### config.mk
export PLATFORM = sky130hd
export DESIGN_NAME = call_stack_ctrl
export DESIGN_NICKNAME = d
export VERILOG_FILES = /design/src/rtl/call_stack_ctrl.sv
export SDC_FILE = /design/constraint.sdc
export NUM_CORES = 1
export LEC_CHECK = 0
export BUFFER_PORTS_ARGS = -buffer_cell sky130_fd_sc_hd__buf_2
export CAP_MARGIN = 20
export CORE_UTILIZATION = 34
export CTS_CLUSTER_DIAMETER = 40
export DETAILED_ROUTE_END_ITERATION = 10
export PLACE_DENSITY = 0.61
export RECOVER_POWER = 25
export SLEW_MARGIN = 20
export SYNTH_ARGS = -nofsm -noshare
export SYNTH_HDL_FRONTEND = slang
export SYNTH_SLANG_ARGS = --single-unit
### constraint.sdc
create_clock -name clk -period 20.2 [get_ports clk]
set_clock_uncertainty 0.15 [all_clocks]
set_input_delay 4.04 -clock clk [delete_from_list [all_inputs] [get_ports clk]]
set_output_delay 4.04 -clock clk [all_outputs]
set_load 0.05 [all_outputs]
### src/rtl/call_stack_ctrl.sv
module call_stack_ctrl #(
  parameter int DW         = 64,
  parameter int PCW        = 32,
  parameter int DEPTH      = 4,
  parameter int INSN_BYTES = 16
) (
  input  logic                       clk,
  input  logic                       rst_n,
  input  logic                       issue,
  input  logic                       is_call,
  input  logic                       taken,
  input  logic [PCW-1:0]             pc_in,
  input  logic [DW-1:0]              a_in,
  input  logic [7:0]                 imm8,
  output logic                       out_valid,
  output logic                       c_wr,
  output logic [DW-1:0]              c_data,
  output logic [PCW-1:0]             pc_next,
  output logic                       jumped,
  output logic                       ovf_err,
  output logic                       unf_err,
  output logic [$clog2(DEPTH+1)-1:0] depth
);
  localparam int SPW = $clog2(DEPTH+1);
  localparam int IW  = (DEPTH > 1) ? $clog2(DEPTH) : 1;

  logic [DW-1:0]  val_mem [DEPTH];
  logic [PCW-1:0] pc_mem  [DEPTH];

  logic full, empty, want_push, want_pop, do_push, do_pop;
  logic [IW-1:0]  wr_idx, top_idx;
  logic [PCW-1:0] step, seq_pc, jump_pc;
  logic           unused_imm;

  assign unused_imm = imm8[7];

  assign full    = (depth == SPW'(DEPTH));
  assign empty   = (depth == '0);
  assign wr_idx  = IW'(depth);
  assign top_idx = IW'(depth - SPW'(1));

  assign want_push = issue & is_call & taken;
  assign want_pop  = issue & ~is_call & taken;
  assign do_push   = want_push & ~full;
  assign do_pop    = want_pop & ~empty;

  assign step    = PCW'({1'b0, imm8[6:0]} + 8'd1) * PCW'(INSN_BYTES);
  assign seq_pc  = pc_in + PCW'(INSN_BYTES);
  assign jump_pc = pc_in + step;

  always_ff @(posedge clk) begin
    if (do_push) begin
      val_mem[wr_idx] <= a_in;
      pc_mem[wr_idx]  <= pc_in;
    end
  end

  always_ff @(posedge clk or negedge rst_n) begin
    if (!rst_n) begin
      depth     <= '0;
      out_valid <= 1'b0;
      c_wr      <= 1'b0;
      c_data    <= '0;
      pc_next   <= '0;
      jumped    <= 1'b0;
      ovf_err   <= 1'b0;
      unf_err   <= 1'b0;
    end else begin
      out_valid <= issue;
      c_wr      <= issue & ~do_push;
      jumped    <= do_push | do_pop;
      ovf_err   <= want_push & full;
      unf_err   <= want_pop & empty;
      if (issue) begin
        c_data <= do_pop ? val_mem[top_idx] : a_in;
        if (do_push)     pc_next <= jump_pc;
        else if (do_pop) pc_next <= pc_mem[top_idx] + PCW'(INSN_BYTES);
        else             pc_next <= seq_pc;
      end
      if (do_push)     depth <= depth + SPW'(1);
      else if (do_pop) depth <= depth - SPW'(1);
    end
  end
endmodule

### Word-level counts from Yosys, hierarchy flattened

Memories as Yosys holds them, arrays and structs flattened.
Cells that the tools add are included.

* add/subtract/negate cells: 6
* eq/ne operators: 1
* reductions and logical operators: 2
* mux-type cells: 7
* bitwise logic cells: 14

Operators with widths (count)
* adder 32 x 5 -> 32 bit, second input constant: 2
* 2-to-1 mux 32 bit: 2
* 2-to-1 mux 64 bit: 1
* adder 32 x 12 -> 32 bit: 1
* bitwise AND 1 bit: 9
* adder 7 x 1 -> 8 bit, second input constant: 1
* 2-to-1 mux 3 bit: 2
* NOT 1 bit: 4
* adder 3 x 1 -> 3 bit, second input constant: 1
* == test 3 bit, second input constant: 1
* zero test 3 bit: 1
* subtractor 3 x 1 -> 3 bit, second input constant: 1
* 2-to-1 mux 1 bit: 2
* nonzero test 2 bit: 1
* OR 1 bit: 1

* bits of input ports: 109
* RAM bits: 384
* word-level logic and storage cells: 40
* memories kept: 2
* register bits after elaboration: 104

Memory list
* val_mem: depth 4, width 64, rd ports 1, clocked after Yosys merged registers in 0, wr ports 1, line 27 `logic [DW-1:0] val_mem [DEPTH];`
* pc_mem: depth 4, width 32, rd ports 1, clocked after Yosys merged registers in 0, wr ports 1, line 28 `logic [PCW-1:0] pc_mem [DEPTH];`

### Longest topological paths before layout

* word-level depth: 6
* depth in mapped cells: 22
* depth with buffers taken out: 13

### Least setup slack after synthesis

OpenSTA, ideal clock, no wires.

* kind: input-to-reg
* start: input issue
* end: memory pc_mem[0][0], enable pin
* setup time: 668 ps
* setup slack: 8004 ps
* arrival: 11378 ps
* stages on the path: 5
* path buffers: 3
* required time: 19382 ps
* path through: buf_2 -> clkbuf_1 -> clkbuf_1 -> nand3_1 -> nor3_1

* word-level cells in the longest chain between the ends: 5

Ends and longest elaborated chain
* start, declared: line 9 `input logic issue,`
* bitwise AND 1 bit (2 in a row): line 42 `assign want_push = issue & is_call & taken;`
* bitwise AND 1 bit: line 44 `assign do_push = want_push & ~full;`
* 2-to-1 mux 1 bit: line 52 `if (do_push) begin`
* 2-to-1 mux 1 bit (implied by the code): line 54 `pc_mem[wr_idx] <= pc_in;`
* end, declared: line 28

No other way between the ends.

### Worst setup path after layout

* start: input issue
* end: register pc_next[21]

* word-level cells in the longest chain between the ends: 5
* elaborated cells on any way between the ends: 8

Ends and longest elaborated chain
* bitwise AND 1 bit (2 in a row): line 43 `assign want_pop = issue & ~is_call & taken;`
* bitwise AND 1 bit: line 45 `assign do_pop = want_pop & ~empty;`
* 2-to-1 mux 32 bit: line 77 `else if (do_pop) pc_next <= pc_mem[top_idx] + PCW'(INSN_BYTES);`
* 2-to-1 mux 32 bit: line 76 `if (do_push) pc_next <= jump_pc;`
* end signal, assigned: line 76
* end signal, assigned: line 77
* end signal, assigned: line 78 `else pc_next <= seq_pc;`
* end, declared: line 18 `output logic [PCW-1:0] pc_next,`

Several ways; a longest one is shown, not always the timed one.
A chain may end at the register's enable or synchronous reset.

==> run_results.csv <==
group,metric,value,unit
run_status,status,"completed",
routing,drc,0,
critical_path,crit_type,"in -> reg",
synthesis,async_reset_ff_share,21.3,%
placed_design,gp_congestion,0.883,
synthesis,synth_edf_count,384,
floorplanning,core,0.0595,sq mm
critical_path,r2r-end,"pc_next[25]",
cts,cts_resized,0,
critical_path,path_max_fanout,71,
critical_path,cp-end-kind,"flop",
critical_path,max_stage_delay,0.94,ns
critical_path,rrSetupSlack,14.82,ns
finish,final_common_cell,"edfxtp_1",
power,power,3.37,mW
finish,diodes,0,
floorplanning,row_count,89,
timing,slew_headroom,27.3,%
critical_path,crit_arrival,8.42,ns
synthesis,synth-seq-cells,488,
timing,tns,0,ns
cts,root_buffer,"clkbuf_16",
placed_design,place_inst,2268,
power,p_int,2.32,mW
global_route,grt_usage,17.2,%
power,power_density,135,mW/mm^2
timing,finalHoldWorstSlack,0.341,ns
floorplanning,fp.dieH,248,um
floorplanning,die_w,248,um
floorplanning,initial_utilization,34.7,%
global_route,antenna_found_initial,6,
critical_path,path_buf_inv,2,
flow_run,maxCapViolCount,0,
routing,drt-initial-drc-count,921,
power,pwr-share-seq,35.8,%
cts,holdBufCountCts,0,
critical_path,worst_path_max_delay_cell,"buf_4",
power,pwr-share-comb,25.2,%
global_route,grt_max_degree,72,
placed_design,io_buffer_count,211,
power,leakage,8.80,nW
timing,drv_slew,0,
cts,cts-htree-levels,3,
critical_path,worstPathRequired,20.48,ns
routing,postRouteAntennaNets,0,
routing,wl_per_cell,21.8,um
cts,cts_made_buffers,77,
critical_path,r2r-start,"depth[0]",
synthesis,synth_cells,1345,
placed_design,place_area,0.0225,sq mm
finish,final_cells,2412,
finish,final_cell_mix,"edfxtp_1 (384), nand2_1 (197), buf_2 (141)",
floorplanning,ios,213,
cts,cts_sinks,488,
synthesis,synth_seq_area_share,68.5,%
finish,fin_area,0.0250,sq mm
timing,finalCritPeriodShare,40.3,%
worst_hold_path,hold_path_class,"reg -> reg",
floorplanning,die_area,0.0617,sq mm
power,switching_share,31.3,%
synthesis,synth_fp_nets,1470,
finish,layout-drive-gt1-share,23.9,%
placed_design,hpwlAfterDp,31500,um
global_route,gr-total-overflow,0,
critical_path,reg2regPathDepth,10,
routing,firstDrtPassIters,5,
cts,cts_tree,"done",
global_route,grt_pass1_vias,13110,
cts,cts_setup_buffers,0,
finish,synthToLayoutAreaGrowth,21.3,%
synthesis,ys.flop_type,"edfxtp_1",
critical_path,critPathLaunchType,"input port",
timing,setup_viol,0,
cts,cts.reportedPaths.clkPinSlew,0.05,ns
power,p_switching,1.06,mW
timing,rsz0062_at_grt,"no",
synthesis,yosysWarnings,0,
synthesis,synth_cell_type_count,68,
cts,cts_buffer_depth,3,
synthesis,syn_area_per_cell,15.3,sq um
power,clock_power_share,39.0,%
timing,worstMarginPinSlew,1.09,ns
routing,drt-total-wl,52600,um
critical_path,critPathTopFamily,"simple AND/OR/NAND/NOR gates",
power,vdd_ir_drop_max,0.0966,mV
routing,vias_per_cell,5.26,
synthesis,netlist_area,0.0206,sq mm
worst_hold_path,worstHoldStart,"pc_next[18]",
routing,vias,12676,
finish,fin_nets,1699,
global_route,grt_pass1_wl,79400,um
worst_hold_path,hold_end,"pc_next[18]",
timing,hold_viol_final,0,
cts,clk_latency,0.60,ns
timing,min_period,8.14,ns
timing,max_freq,123,MHz
worst_hold_path,min_delay_path_depth,1,
critical_path,crit_chain,"buf_6 -> nand3b_1 -> nor2_4 -> buf_4 -> mux2i_1 -> or4_4 -> or3_1 -> a21oi_1 -> a211oi_1",
[sequential cells by signal, indices dropped and copies added (netlist names)]
signal	count
val_mem	256
pc_mem	128
c_data	64
pc_next	32
depth	3
c_wr	1
jumped	1
out_valid	1
ovf_err	1
unf_err	1
[worst max-delay path by stage]
stage / from / to / slack, ns / depth (start not counted)
2_1_floorplan: issue / pc_mem[0][0] / 8.00 / 5
3_3_place_gp: issue / pc_next[21] / 11.54 / 9
3_5_place_dp: issue / pc_next[21] / 11.56 / 9
4_1_cts: issue / pc_next[21] / 12.18 / 9
5_1_grt: issue / pc_next[21] / 11.90 / 9
6_report: issue / pc_next[21] / 12.06 / 9
[routing by layer]
metal | up-vias | wire, um | global-route usage [%] | share of wire, %
li1 | 5745 | - | - | -
met1 | 6430 | 22500 | 22.2 | 43
met2 | 404 | 25000 | 27.7 | 48
met3 | 87 | 3970 | 4.80 | 7.5
met4 | 10 | 1040 | 5.72 | 2.0
met5 | - | 71 | 0 | 0.13
[Yosys cell counts (14+ instances only)]
library cell,count,area [sq um]
a21oi_1,16,80.1
a31oi_1,75,469
clkbuf_1,54,203
dfrtp_1,104,2600
edfxtp_1,384,11500
ha_1,15,188
mux2i_1,14,140
mux4_1,20,526
mux4_2,76,1710
nand2_1,198,743
nand3_1,34,170
nor2_1,89,334
nor3_1,17,85.1
o21ai_0,20,100
xnor2_1,34,298
xor2_1,14,123
[cell type report]
type	instances	area (sq um)
clock inverters	57	599
inverters	13	48.8
fillers	5489	34400
flip-flops and latches	488	14100
well taps	773	967
clock buffers	87	2040
repair buffers	226	1090
multi-input cells	768	6140
[power groups by stage]
| stage | sequential, mW | combinational, mW | clock (mW) |
|---|---|---|---|
| final | 1.21 | 0.848 | 1.32 |
| after global routing | 1.22 | 0.912 | 1.39 |
| after CTS | 1.21 | 0.865 | 1.35 |
| after detailed placement | 1.23 | 0.862 | 0 |
| after global placement | 1.23 | 0.854 | 0 |
| after floorplan | 1.34 | 0.524 | 0 |
[kinds of logic (layout without fill, tap and decap cells)]
family	count (synthesis)	count (layout)	share of synthesized area (%)
AO/OA/AOI/OAI	184	184	5.98
flip-flops	488	488	68.5
XOR/XNOR	48	48	2.04
buffers and inverters	89	383	1.90
AND/OR/NAND/NOR	405	405	8.77
adder cells (fa/ha/maj)	16	16	1.01
multiplexers	115	115	11.8
[through the flow]
step           setup slack, ns  utilization (%)
6_report                 12.06             42.1
5_1_grt                  11.90             42.1
4_1_cts                  12.18             42.2
3_5_place_dp             11.56             37.8
3_3_place_gp             11.54             37.8
2_1_floorplan             8.00                -
No activity file was read; power rests on OpenSTA's default activity.
